File: config.mk
export PLATFORM = sky130hd
export DESIGN_NAME = ctlPortSeq
export DESIGN_NICKNAME = d
export VERILOG_FILES = /design/src/rtl/ctlPortPkg.sv /design/src/rtl/ctlPortDatapath.sv /design/src/rtl/ctlPortCtrl.sv /design/src/rtl/ctlPortSeq.sv
export SDC_FILE = /design/constraint.sdc
export NUM_CORES = 1
export LEC_CHECK = 0
export BUFFER_PORTS_ARGS = -buffer_cell sky130_fd_sc_hd__buf_2
export CORE_UTILIZATION = 35
export DETAILED_ROUTE_END_ITERATION = 10
export HOLD_SLACK_MARGIN = 0.08
export PLACE_DENSITY = 0.64
export REMOVE_ABC_BUFFERS = 1
export SKIP_CTS_REPAIR_TIMING = 1
export SLEW_MARGIN = 30
export SYNTH_ARGS = -nofsm -noshare
export SYNTH_HDL_FRONTEND = slang
export SYNTH_HIERARCHICAL = 1
export SYNTH_SLANG_ARGS = --single-unit
File: constraint.sdc
create_clock -name clk -period 2 [get_ports clk]
set_clock_uncertainty 0.1 [all_clocks]
set_input_delay 0.2 -clock clk [delete_from_list [all_inputs] [get_ports clk]]
set_output_delay 0.2 -clock clk [all_outputs]
set_load 0.05 [all_outputs]
File: src/rtl/ctlPortPkg.sv
package ctlPortPkg;
  typedef enum logic [1:0] {
    ERR_OK      = 2'b00,
    ERR_RANGE   = 2'b01,
    ERR_TIMEOUT = 2'b10
  } errCode_e;

  typedef enum logic [1:0] {
    ST_IDLE,
    ST_SETUP,
    ST_WAIT_HI,
    ST_WAIT_LO
  } seqState_e;

  typedef enum logic [1:0] {
    STG_ADDR,
    STG_DATA,
    STG_COMMIT,
    STG_READ
  } stage_e;

  typedef struct packed {
    logic loadOffset;
    logic loadWdata;
    logic capRead;
  } dpCtl_t;
endpackage

File: src/rtl/ctlPortDatapath.sv
module ctlPortDatapath
  import ctlPortPkg::*;
#(
  parameter int DATA_W = 16,
  parameter logic [DATA_W-1:0] MAX_OFFSET = 16'h201F
) (
  input  logic              clk,
  input  logic              rstN,
  input  dpCtl_t            dpCtl,
  input  logic [DATA_W-1:0] cmdOffset,
  input  logic [DATA_W-1:0] cmdWdata,
  input  logic [DATA_W-1:0] portRdata,
  output logic [DATA_W-1:0] portBus,
  output logic [DATA_W-1:0] cmdRdata,
  output logic              offsetBad
);
  logic [DATA_W-1:0] busQ;
  logic [DATA_W-1:0] wdataQ;
  logic [DATA_W-1:0] rdataQ;

  assign offsetBad = (cmdOffset > MAX_OFFSET);

  always_ff @(posedge clk) begin
    if (!rstN) begin
      busQ   <= '0;
      wdataQ <= '0;
      rdataQ <= '0;
    end else begin
      if (dpCtl.loadOffset) begin
        busQ   <= cmdOffset;
        wdataQ <= cmdWdata;
      end else if (dpCtl.loadWdata) begin
        busQ <= wdataQ;
      end
      if (dpCtl.capRead) rdataQ <= portRdata;
    end
  end

  assign portBus  = busQ;
  assign cmdRdata = rdataQ;

  AST_LOADS_EXCLUSIVE: assert property (@(posedge clk) disable iff (!rstN)
    $onehot0({dpCtl.loadOffset, dpCtl.loadWdata, dpCtl.capRead}));
endmodule

File: src/rtl/ctlPortCtrl.sv
module ctlPortCtrl
  import ctlPortPkg::*;
#(
  parameter int TIMEOUT_CYC = 20000
) (
  input  logic       clk,
  input  logic       rstN,
  input  logic       cmdStart,
  input  logic       cmdWrite,
  input  logic       offsetBad,
  input  logic       portAck,
  output dpCtl_t     dpCtl,
  output logic       stbAddr,
  output logic       stbData,
  output logic       stbCommit,
  output logic       stbRead,
  output logic       cmdDone,
  output logic [1:0] cmdErr
);
  localparam int TMR_W = $clog2(TIMEOUT_CYC + 1);
  localparam logic [TMR_W-1:0] TMR_LAST = TMR_W'(TIMEOUT_CYC - 1);

  seqState_e        stateQ, stateD;
  stage_e           stageQ, stageD;
  logic [TMR_W-1:0] timerQ, timerD;
  logic             isWrQ, isWrD;
  logic             doneQ, doneD;
  errCode_e         errQ, errD;
  logic             tmoHit;
  logic             stbOn;

  assign tmoHit = (timerQ == TMR_LAST);

  always_comb begin
    stateD = stateQ;
    stageD = stageQ;
    timerD = timerQ;
    isWrD  = isWrQ;
    doneD  = 1'b0;
    errD   = errQ;
    dpCtl  = '0;
    unique case (stateQ)
      ST_IDLE: begin
        if (cmdStart) begin
          if (offsetBad) begin
            doneD = 1'b1;
            errD  = ERR_RANGE;
          end else begin
            dpCtl.loadOffset = 1'b1;
            isWrD  = cmdWrite;
            stageD = STG_ADDR;
            stateD = ST_SETUP;
          end
        end
      end
      ST_SETUP: begin
        timerD = '0;
        stateD = ST_WAIT_HI;
      end
      ST_WAIT_HI: begin
        if (portAck) begin
          dpCtl.capRead = (stageQ == STG_READ);
          timerD = '0;
          stateD = ST_WAIT_LO;
        end else if (tmoHit) begin
          doneD  = 1'b1;
          errD   = ERR_TIMEOUT;
          stateD = ST_IDLE;
        end else begin
          timerD = timerQ + 1'b1;
        end
      end
      ST_WAIT_LO: begin
        if (!portAck) begin
          unique case (stageQ)
            STG_ADDR: begin
              stageD = isWrQ ? STG_DATA : STG_READ;
              dpCtl.loadWdata = isWrQ;
              stateD = ST_SETUP;
            end
            STG_DATA: begin
              stageD = STG_COMMIT;
              stateD = ST_SETUP;
            end
            default: begin
              doneD  = 1'b1;
              errD   = ERR_OK;
              stateD = ST_IDLE;
            end
          endcase
        end else if (tmoHit) begin
          doneD  = 1'b1;
          errD   = ERR_TIMEOUT;
          stateD = ST_IDLE;
        end else begin
          timerD = timerQ + 1'b1;
        end
      end
      default: stateD = ST_IDLE;
    endcase
  end

  always_ff @(posedge clk) begin
    if (!rstN) begin
      stateQ <= ST_IDLE;
      stageQ <= STG_ADDR;
      timerQ <= '0;
      isWrQ  <= 1'b0;
      doneQ  <= 1'b0;
      errQ   <= ERR_OK;
    end else begin
      stateQ <= stateD;
      stageQ <= stageD;
      timerQ <= timerD;
      isWrQ  <= isWrD;
      doneQ  <= doneD;
      errQ   <= errD;
    end
  end

  assign stbOn     = (stateQ == ST_WAIT_HI);
  assign stbAddr   = stbOn && (stageQ == STG_ADDR);
  assign stbData   = stbOn && (stageQ == STG_DATA);
  assign stbCommit = stbOn && (stageQ == STG_COMMIT);
  assign stbRead   = stbOn && (stageQ == STG_READ);
  assign cmdDone   = doneQ;
  assign cmdErr    = errQ;

  AST_ONE_STROBE: assert property (@(posedge clk) disable iff (!rstN)
    $onehot0({stbAddr, stbData, stbCommit, stbRead}));
  AST_STROBE_HOLD: assert property (@(posedge clk) disable iff (!rstN)
    (stbOn && !portAck && !tmoHit) |=> stbOn);
  AST_RANGE_REFUSE: assert property (@(posedge clk) disable iff (!rstN)
    (stateQ == ST_IDLE && cmdStart && offsetBad) |=> (cmdDone && cmdErr == 2'b01 && !stbOn));
  AST_RISE_TIMEOUT: assert property (@(posedge clk) disable iff (!rstN)
    (stbOn && !portAck && tmoHit) |=> (cmdDone && cmdErr == 2'b10 && !stbOn));
  AST_FALL_TIMEOUT: assert property (@(posedge clk) disable iff (!rstN)
    (stateQ == ST_WAIT_LO && portAck && tmoHit) |=> (cmdDone && cmdErr == 2'b10 && stateQ == ST_IDLE));
  AST_DONE_PULSE: assert property (@(posedge clk) disable iff (!rstN)
    cmdDone |=> !cmdDone);
  AST_BUSY_IGNORE: assert property (@(posedge clk) disable iff (!rstN)
    (stateQ != ST_IDLE) |-> !dpCtl.loadOffset);
endmodule

File: src/rtl/ctlPortSeq.sv
module ctlPortSeq
  import ctlPortPkg::*;
#(
  parameter int DATA_W     = 16,
  parameter int CLK_MHZ    = 200,
  parameter int TIMEOUT_US = 100,
  parameter logic [DATA_W-1:0] MAX_OFFSET = 16'h201F
) (
  input  logic              clk,
  input  logic              rstN,
  input  logic              cmdStart,
  input  logic              cmdWrite,
  input  logic [DATA_W-1:0] cmdOffset,
  input  logic [DATA_W-1:0] cmdWdata,
  output logic              cmdDone,
  output logic [1:0]        cmdErr,
  output logic [DATA_W-1:0] cmdRdata,
  output logic [DATA_W-1:0] portBus,
  output logic              stbAddr,
  output logic              stbData,
  output logic              stbCommit,
  output logic              stbRead,
  input  logic              portAck,
  input  logic [DATA_W-1:0] portRdata
);
  localparam int TIMEOUT_CYC = CLK_MHZ * TIMEOUT_US;

  dpCtl_t dpCtl;
  logic   offsetBad;
  logic   anyStb;

  ctlPortCtrl #(.TIMEOUT_CYC(TIMEOUT_CYC)) u_ctrl (
    .clk(clk), .rstN(rstN), .cmdStart(cmdStart), .cmdWrite(cmdWrite),
    .offsetBad(offsetBad), .portAck(portAck), .dpCtl(dpCtl),
    .stbAddr(stbAddr), .stbData(stbData), .stbCommit(stbCommit), .stbRead(stbRead),
    .cmdDone(cmdDone), .cmdErr(cmdErr)
  );

  ctlPortDatapath #(.DATA_W(DATA_W), .MAX_OFFSET(MAX_OFFSET)) u_dp (
    .clk(clk), .rstN(rstN), .dpCtl(dpCtl), .cmdOffset(cmdOffset),
    .cmdWdata(cmdWdata), .portRdata(portRdata), .portBus(portBus),
    .cmdRdata(cmdRdata), .offsetBad(offsetBad)
  );

  assign anyStb = stbAddr | stbData | stbCommit | stbRead;

  AST_BUS_STABLE: assert property (@(posedge clk) disable iff (!rstN)
    (anyStb && $past(anyStb)) |-> $stable(portBus));
endmodule

# Word-level counts from Yosys, hierarchy flattened
# Index checks and enable logic that the tools add are counted.
# totals
reg_bits	71
latchBits	0
ramBits	0
rom_bits	0
input_bits	53
output_inout_bits	39
elab_cells	84
memories	0
# op_classes
addsub	1
mul	0
div	0
order_cmp	1
n_eq_ne	15
shifts	0
n_mux	41
n_bitwise	1
reduce_logical	16
# ops
operator	n
2-to-1 mux 15 bit	3
case mux 15 bit (3 select lines)	1
2-to-1 mux 16 bit	2
2-to-1 mux 2 bit	15
greater-than comparator 16 x 14 -> 1 bit (second input constant)	1
adder 15 x 1 -> 15 bit (second input constant)	1
equality test 15 bit (second input constant)	1
2-to-1 mux 1 bit	15
inequality test 2 bit (second input constant)	6
AND reduction 5 bit	2
equality test 2 bit (second input constant)	4
case mux 2 bit (2 select lines)	2
case mux 2 bit (4 select lines)	1
case mux 2 bit (3 select lines)	1
nonzero test 3 bit	2
equality test 2 x 1 -> 1 bit (second input constant)	2
logical AND 1 bit	4
zero test 2 bit	2
AND reduction 2 bit	2
nonzero test 2 bit	2
inequality test 3 x 1 -> 1 bit (second input constant)	1
inequality test 3 bit (second input constant)	1
case mux 1 bit (3 select lines)	1
AND reduction 3 bit	1
2 further kinds	2

# Longest topological paths before layout
# Gate-level depths: netlist of the first run.
# depth
ltp_word	6
ltp_mapped	10
ltp_nobuf	7

# By module
# The synthesis of the first run kept the hierarchy.
# modules_own_cells
mod	n_inst	cells_per_inst	area_each_um2
ctlPortDatapath	1	194	2031.9
ctlPortCtrl	1	156	1300.0

# Worst setup path after synthesis of the first run
# Ideal clock, no wire load.
# synth_timing
path_type	reg-to-output
from	reg u_ctrl.stateQ[0]
to	out stbCommit
t_arrival_ps	1927
required_ps	1700
path_slack_ps	-227
stages_incl_launch_ff	5
n_path_buf	0
cell_sequence	dfxtp_1 -> inv_1 -> ha_1 -> inv_1 -> nor3b_1
# synth_between
elab_chain_len	2
# synth_rtl
item	line_no	rtl
start: declaration	ctlPortCtrl.sv:23	seqState_e stateQ, stateD;
start signal: assignment	ctlPortCtrl.sv:112	stateQ <= stateD;
equality test 2 bit	ctlPortCtrl.sv:121	assign stbOn = (stateQ == ST_WAIT_HI);
logical AND 1 bit	ctlPortCtrl.sv:124	assign stbCommit = stbOn && (stageQ == STG_COMMIT);
end: declaration	ctlPortSeq.sv:21	output logic stbCommit,
# Every way passes these cells.

# Worst setup path after layout of the first run
# layout_timing
from	reg u_ctrl.stateQ[0]
to	reg u_ctrl.timerQ[13]
# layout_between
elab_chain_len	3
# layout_rtl
item	line_no	rtl
equality test 2 bit / equality test 2 x 1 -> 1 bit (equally long branches)	ctlPortCtrl.sv:42	unique case (stateQ)
inequality test 2 bit (no line) / nonzero test 3 bit (equally long branches)	n/a	
AND reduction 2 bit (no line)	n/a	
end signal: assignment	ctlPortCtrl.sv:114	timerQ <= timerD;
end: declaration	ctlPortCtrl.sv:25	logic [TMR_W-1:0] timerQ, timerD;
# Several ways; a longest one is shown, not always the timed one.
# A chain may end at the register's enable or synchronous reset.

==> run metrics, run 1 <==
failing checks=negative setup slack; filler instances=about 840; num rows=35; peak supply drop=approximately 0.26 mV; top_reg_cell synth=dfxtp_1; post-route setup slack=-0.0429 ns; initial antenna violation count=0; Ports=a little over 90; min Tclk post-route=2.04 ns; YS warnings=6; DRT antenna net count=0; CTS tree=done; DR WL/cell=13.0 um; Setup crit end kind=flip-flop; Avg Inst Size Synth=9.52 um^2; gr ovfl total=0; top-area cell type share of the netlist area=a little over two fifths; GPL Wtd Cong=~0.81; FF+latch area=1430 um^2; 1st-iter DRT viols=63; outcome=finished with violations; Worst Setup Start Kind=flip-flop; DR vias/cell=approximately 4.7; vias in the first global route=approximately 2,600; final hold violations=0; H-tree levels=3; Vias=2,995; Post-synth EDFFs=0; area grow syn2layout=43.1%; first-pass GRT wire length=around 12,000 um; layout cells sized above 1=about a third; die width=99.6 um; CTS sink count=71; cts bufs inserted=9; GR Util All Layers=about 15%; multi-input gate area in the final layout=1840 um^2; initial core utilization=a little over a third; DRT Pass-1 Iters=4; WP data arrival=between 2 and 2.5 ns; # nets final=556; max capacitance violation total=0; I/O Buffers=91; final setup fails=1; Cells after Synth=350; Worst Hold Class=in -> reg; Detailed Place HPWL=5310 um; Final Instance Area=4770 um^2; largest area contributor in the synthesized netlist=dfxtp_1; top cells by count, synth=71 x dfxtp_1, 50 x mux2i_1, 34 x nor2b_1; Hold Slack=a little over 0.07 ns; placed instance area=~4000 um^2; largest cells by area after synthesis=dfxtp_1 43%, mux2i_1 15%, nor2b_1 6.4%, and2_1 3.4%, nand2_1 3.3%; Clock transition at path regs=approximately 0.08 ns; CTS max path bufs=2; placed insts=~580; post-synthesis cell type count=between 40 and 50; PnR Total Power=approximately 3 mW; Final Cycle Share=102%; Die H=99.6 um; final core utilization=about 52%; Crit Path Max Fanout=4; cell area after technology mapping=approximately 3300 um^2; most common cell in the netlist=dfxtp_1; RSZ-0062 raised after global routing=true; Max Clk Rate=0.489 GHz; sequential element share of the synthesized area=a little over two fifths; Slew Limit Fails=0; CTS Root Cell=clkbuf_8; Synth async-reset ratio=0%; kind of critical path=reg -> reg; drc violations=0; ratio of total power to cell area=just over 600 nW/um^2; #FFs+latches synth=approximately 70; die area=9910 um^2; Worst EP required=~2.2 ns; core area=9240 um^2; Finished Layout Cells=632; Ant. Diodes=0; final wirelength=8200 um; Tightest Pin Transition=0.470 ns; Max transition margin=between 60% and 70%; P_leak=~1.8 nW; largest net degree at the start of global routing=50; worst skew pair latency=between 0.3 and 0.4 ns
[cell usage in the layout, fill, tap and decap left out, types with 3 or more instances in the layout]
| cell | n |
|---|---|
| buf_2 | 87 |
| dfxtp_1 | 67 |
| mux2i_1 | 49 |
| dlygate4sd3_1 | 33 |
| nor2b_1 | 33 |
| buf_4 | 30 |
| nand2_1 | 29 |
| and2_1 | 17 |
| o21ai_1 | 16 |
| nor2_1 | 12 |
| o21ai_0 | 10 |
| nand3_1 | 10 |
| clkbuf_8 | 9 |
| a21oi_1 | 9 |
| nor4_1 | 4 |
| xnor2_1 | 4 |
| nor3_1 | 4 |
| nand2b_1 | 3 |
| xor2_1 | 3 |
| inv_1 | 3 |
| nand4_1 | 3 |
| o211ai_1 | 3 |
| buf_12 | 3 |
[path summary, 6_finish.rpt]
check              startpoint                end  slack (ns)  depth (start not counted)
max          u_ctrl/stateQ[0]  u_ctrl/timerQ[13]       -0.04                          6
min reg2reg  u_ctrl/cmdErr[0]   u_ctrl/cmdErr[0]        0.41                          2
min              cmdOffset[4]    u_dp/portBus[4]        0.07                          4
max reg2reg  u_ctrl/stateQ[0]  u_ctrl/timerQ[13]       -0.04                          6
[cell type report]
class | instances | area share, %
flip-flops and latches | 71 | 30.0
multi-input cells | 254 | 38.5
repair buffers | 156 | 23.0
clock buffers | 11 | 2.76
inverters | 6 | 0.577
well taps | 129 | 3.38
clock inverters | 5 | 1.73
[metal layers]
layer	track usage, %	part of all wire [%]	vias to the layer above
li1	-	-	1522
met1	18.9	47	1392
met3	4.36	4.3	12
met4	5.77	1.8	0
met5	0	0	-
met2	24.8	47	69
[through the flow]
step	setup TNS [ns]	setup WS, ns
floorplan	-30.08	-1.13
global placement	-10.71	-0.312
detailed placement	-10.71	-0.333
CTS	-2.50	-0.148
global route	-0.306	-0.0844
finish	-0.0429	-0.0429
[power by group]
part | total [mW] | switching, mW | internal (mW)
Combinational | 0.292 | 0.143 | 0.149
Clock | 1.24 | 0.533 | 0.705
Sequential | 1.44 | 0.0113 | 1.43
Total | 2.97 | 0.687 | 2.29
[sequential cells by signal, summed over array words and instances (netlist names)]
register,cells
u_dp/cmdRdata,16
u_dp/portBus,16
u_dp/wdataQ,16
u_ctrl/timerQ,15
u_ctrl/cmdErr,2
u_ctrl/stageQ,2
u_ctrl/stateQ,2
u_ctrl/cmdDone,1
u_ctrl/isWrQ,1
[critical path: stages, from the launching register on]
cell and delay (ns):
dfxtp_4 0.40, inv_4 0.05, ha_4 0.27, mux2i_4 0.06, or4_4 0.55, or4_1 0.48
nand2_1 0.07
[kinds of logic after synthesis]
group	synth area share, %
xor gates and xnor gates	1.84
AOI/OAI and AO/OA	9.88
and+or+nand+nor	22.9
adders and majority gates	1.88
DFF	42.7
muxes	15.8
buffers and inverters	5.03
Power figures use the tool's default switching activity.
==> run 2, diff against run 1 <==
==> constraint.sdc (replaced) <==
create_clock -name clk -period 2 [get_ports clk]
set_clock_uncertainty 0.1 [all_clocks]
set_input_delay 0.4 -clock clk [delete_from_list [all_inputs] [get_ports clk]]
set_output_delay 0.4 -clock clk [all_outputs]
set_load 0.05 [all_outputs]
==> run metrics, run 2 (same netlist as run 1, synthesis figures left out) <==
outcome=finished with violations; GPL Wtd Cong=0.808 (about the same); max capacitance violation total=0 (unchanged); WHS Endpoint=u_dp/cmdRdata[14]; CTS Root Cell=clkbuf_8; Clock power frac=43.5% (+1.8 points); Ant. Diodes=0 (unchanged); worst skew pair latency=0.35 ns (about the same); final core utilization=48.9% (-2.7 points); kind of critical path=reg -> out; Setup crit end kind=primary output; sequential power share=48.1% (-0.4 points); post-route setup slack=-0.0387 ns (+0.00422 ns); GR Util All Layers=15.4% (+0.23 points); R2R Path End=u_ctrl/timerQ[13]; min Tclk post-route=2.04 ns (-0.00422 ns); failing checks=negative setup slack; CTS sink count=71 (unchanged); filler instances=880 (+4.5%); Met3 Wirelength=421 um (+20%); first-pass GRT wire length=12,100 um (+1.9%); most common cell after layout, fill and taps aside=buf_2; layout cells sized above 1=35.2% (+2.6 points); DRT antenna net count=0 (unchanged); Max transition margin=63.0% (-5.3 points); DR vias/cell=4.81 (+1.5%); Die H=99.6 um (unchanged); largest net degree at the start of global routing=51 (+2.0%); sw power=711 uW (+3.4%); RSZ-0062 raised after global routing=true; cts bufs inserted=9 (unchanged); share of power burned in combinational logic=8.4% (-1.4 points); H-tree levels=3 (unchanged); WP data arrival=1.54 ns (-0.69 ns); HP Start=portRdata[14]; Worst Hold Class=in -> reg; final setup fails=3 (+2); peak supply drop=0.309 mV (+20%); reg2reg setup slack=-0.01 ns (+0.03 ns); die width=99.6 um (unchanged); Worst Setup Start Kind=flip-flop; FF-to-FF path depth=6 (unchanged); core area=9240 um^2 (unchanged); Slew Limit Fails=0 (unchanged); ratio of total power to cell area=664 nW/um^2 (+6.6%); Max Clk Rate=0.491 GHz (+0.21%); initial antenna violation count=0 (unchanged); Metal-1 WL=3680 um (-4.0%); Final Cycle Share=102% (-0.21 points); Detailed Place HPWL=5360 um (+1.0%); 1st-iter DRT viols=120 (+90%); worst r2r src=u_ctrl/stateQ[1]; I/O Buffers=91 (unchanged); highest routed metal layer=met4; initial core utilization=36.1% (unchanged); gr ovfl total=0 (unchanged); Hold Crit Depth=3 (-1); final wirelength=8030 um (-2.1%); P_leak=1.76 nW (-4.9%); Worst EP required=1.50 ns (-0.69 ns); num rows=35 (unchanged); # nets final=528 (-5.0%); Crit Path Max Fanout=6 (+2); Internal Power=2.29 mW (+0.19%); length of routed met2 wiring=3820 um (-1.2%); Hold Slack=0.204 ns (+0.133 ns); die area=9910 um^2 (unchanged); Tightest Pin Transition=0.555 ns (+0.0851 ns); final hold violations=0 (unchanged); DR WL/cell=13.3 um (+2.4%); vias in the first global route=2,682 (+2.0%); CTS max path bufs=2 (unchanged); CTS tree=done; drc violations=0 (unchanged); Ports=92 (unchanged); Vias=2,906 (-3.0%); Clock transition at path regs=0.08 ns (about the same); DRT Pass-1 Iters=5 (+1); most frequent cells in the layout=87 x buf_2, 69 x dfxtp_1, 49 x mux2i_1, 33 x nor2b_1, 30 x buf_4; Sw Share=23.7% (+0.56 points); area grow syn2layout=35.5%
## run 2: area by class of cell
| cell class | instances | area [um^2] | area share [%] |
|---|---|---|---|
| Inverter | 6 | 25.0 | 0.554 |
| Sequential cell | 71 | 1420 | 31.5 |
| Tap cell | 129 | 161 | 3.57 |
| Clock buffer | 10 | 138 | 3.05 |
| Timing Repair Buffer | 128 | 838 | 18.6 |
| Clock inverter | 6 | 93.8 | 2.08 |
| Multi-Input combinational cell | 254 | 1840 | 40.6 |
## run 2: how the worst max path moves through the flow
stage | from | to | cells after the start
finish | u_ctrl/stateQ[0] | stbCommit | 7
global route | u_ctrl/stateQ[1] | u_ctrl/timerQ[13] | 6
floorplan | cmdOffset[11] | u_ctrl/stageQ[1] | 7
global placement | cmdOffset[11] | u_dp/wdataQ[10] | 8
CTS | u_ctrl/stateQ[0] | stbCommit | 7
detailed placement | cmdOffset[11] | u_dp/wdataQ[5] | 8
## run 2: power groups by stage
| stage | registers (mW) | clock network, mW | logic, mW |
|---|---|---|---|
| floorplan | 1.51 | 0 | 0.0775 |
| global placement | 1.47 | 0 | 0.234 |
| detailed placement | 1.47 | 0 | 0.236 |
| CTS | 1.44 | 1.35 | 0.238 |
| global route | 1.44 | 1.42 | 0.274 |
| finish | 1.44 | 1.31 | 0.252 |
## run 2: through the flow
stage	setup TNS, ns	setup slack, ns	power, mW	area [um^2]	std cells
after CTS	-5.39	-0.356	3.02	4310	599
after detailed placement	-16.91	-0.479	1.71	4080	583
final	-0.0577	-0.0387	3.00	4520	604
after global routing	-1.23	-0.124	3.14	4520	604
after floorplan	-37.68	-1.33	1.59	3190	331
after global placement	-16.85	-0.461	1.71	4080	583
## run 2: worst max-delay path, cell delays in order (launching register included)
cell,delay [ns]
dfxtp_2,0.34
inv_2,0.06
buf_6,0.10
ha_4,0.15
buf_6,0.12
inv_4,0.05
nor3b_2,0.19
buf_6,0.18
## run 2: metal layers
metal	vias to the layer above	track usage, %
met5	-	0
met4	0	6.45
met3	6	4.43
met2	79	24.7
met1	1343	19.3
li1	1478	-
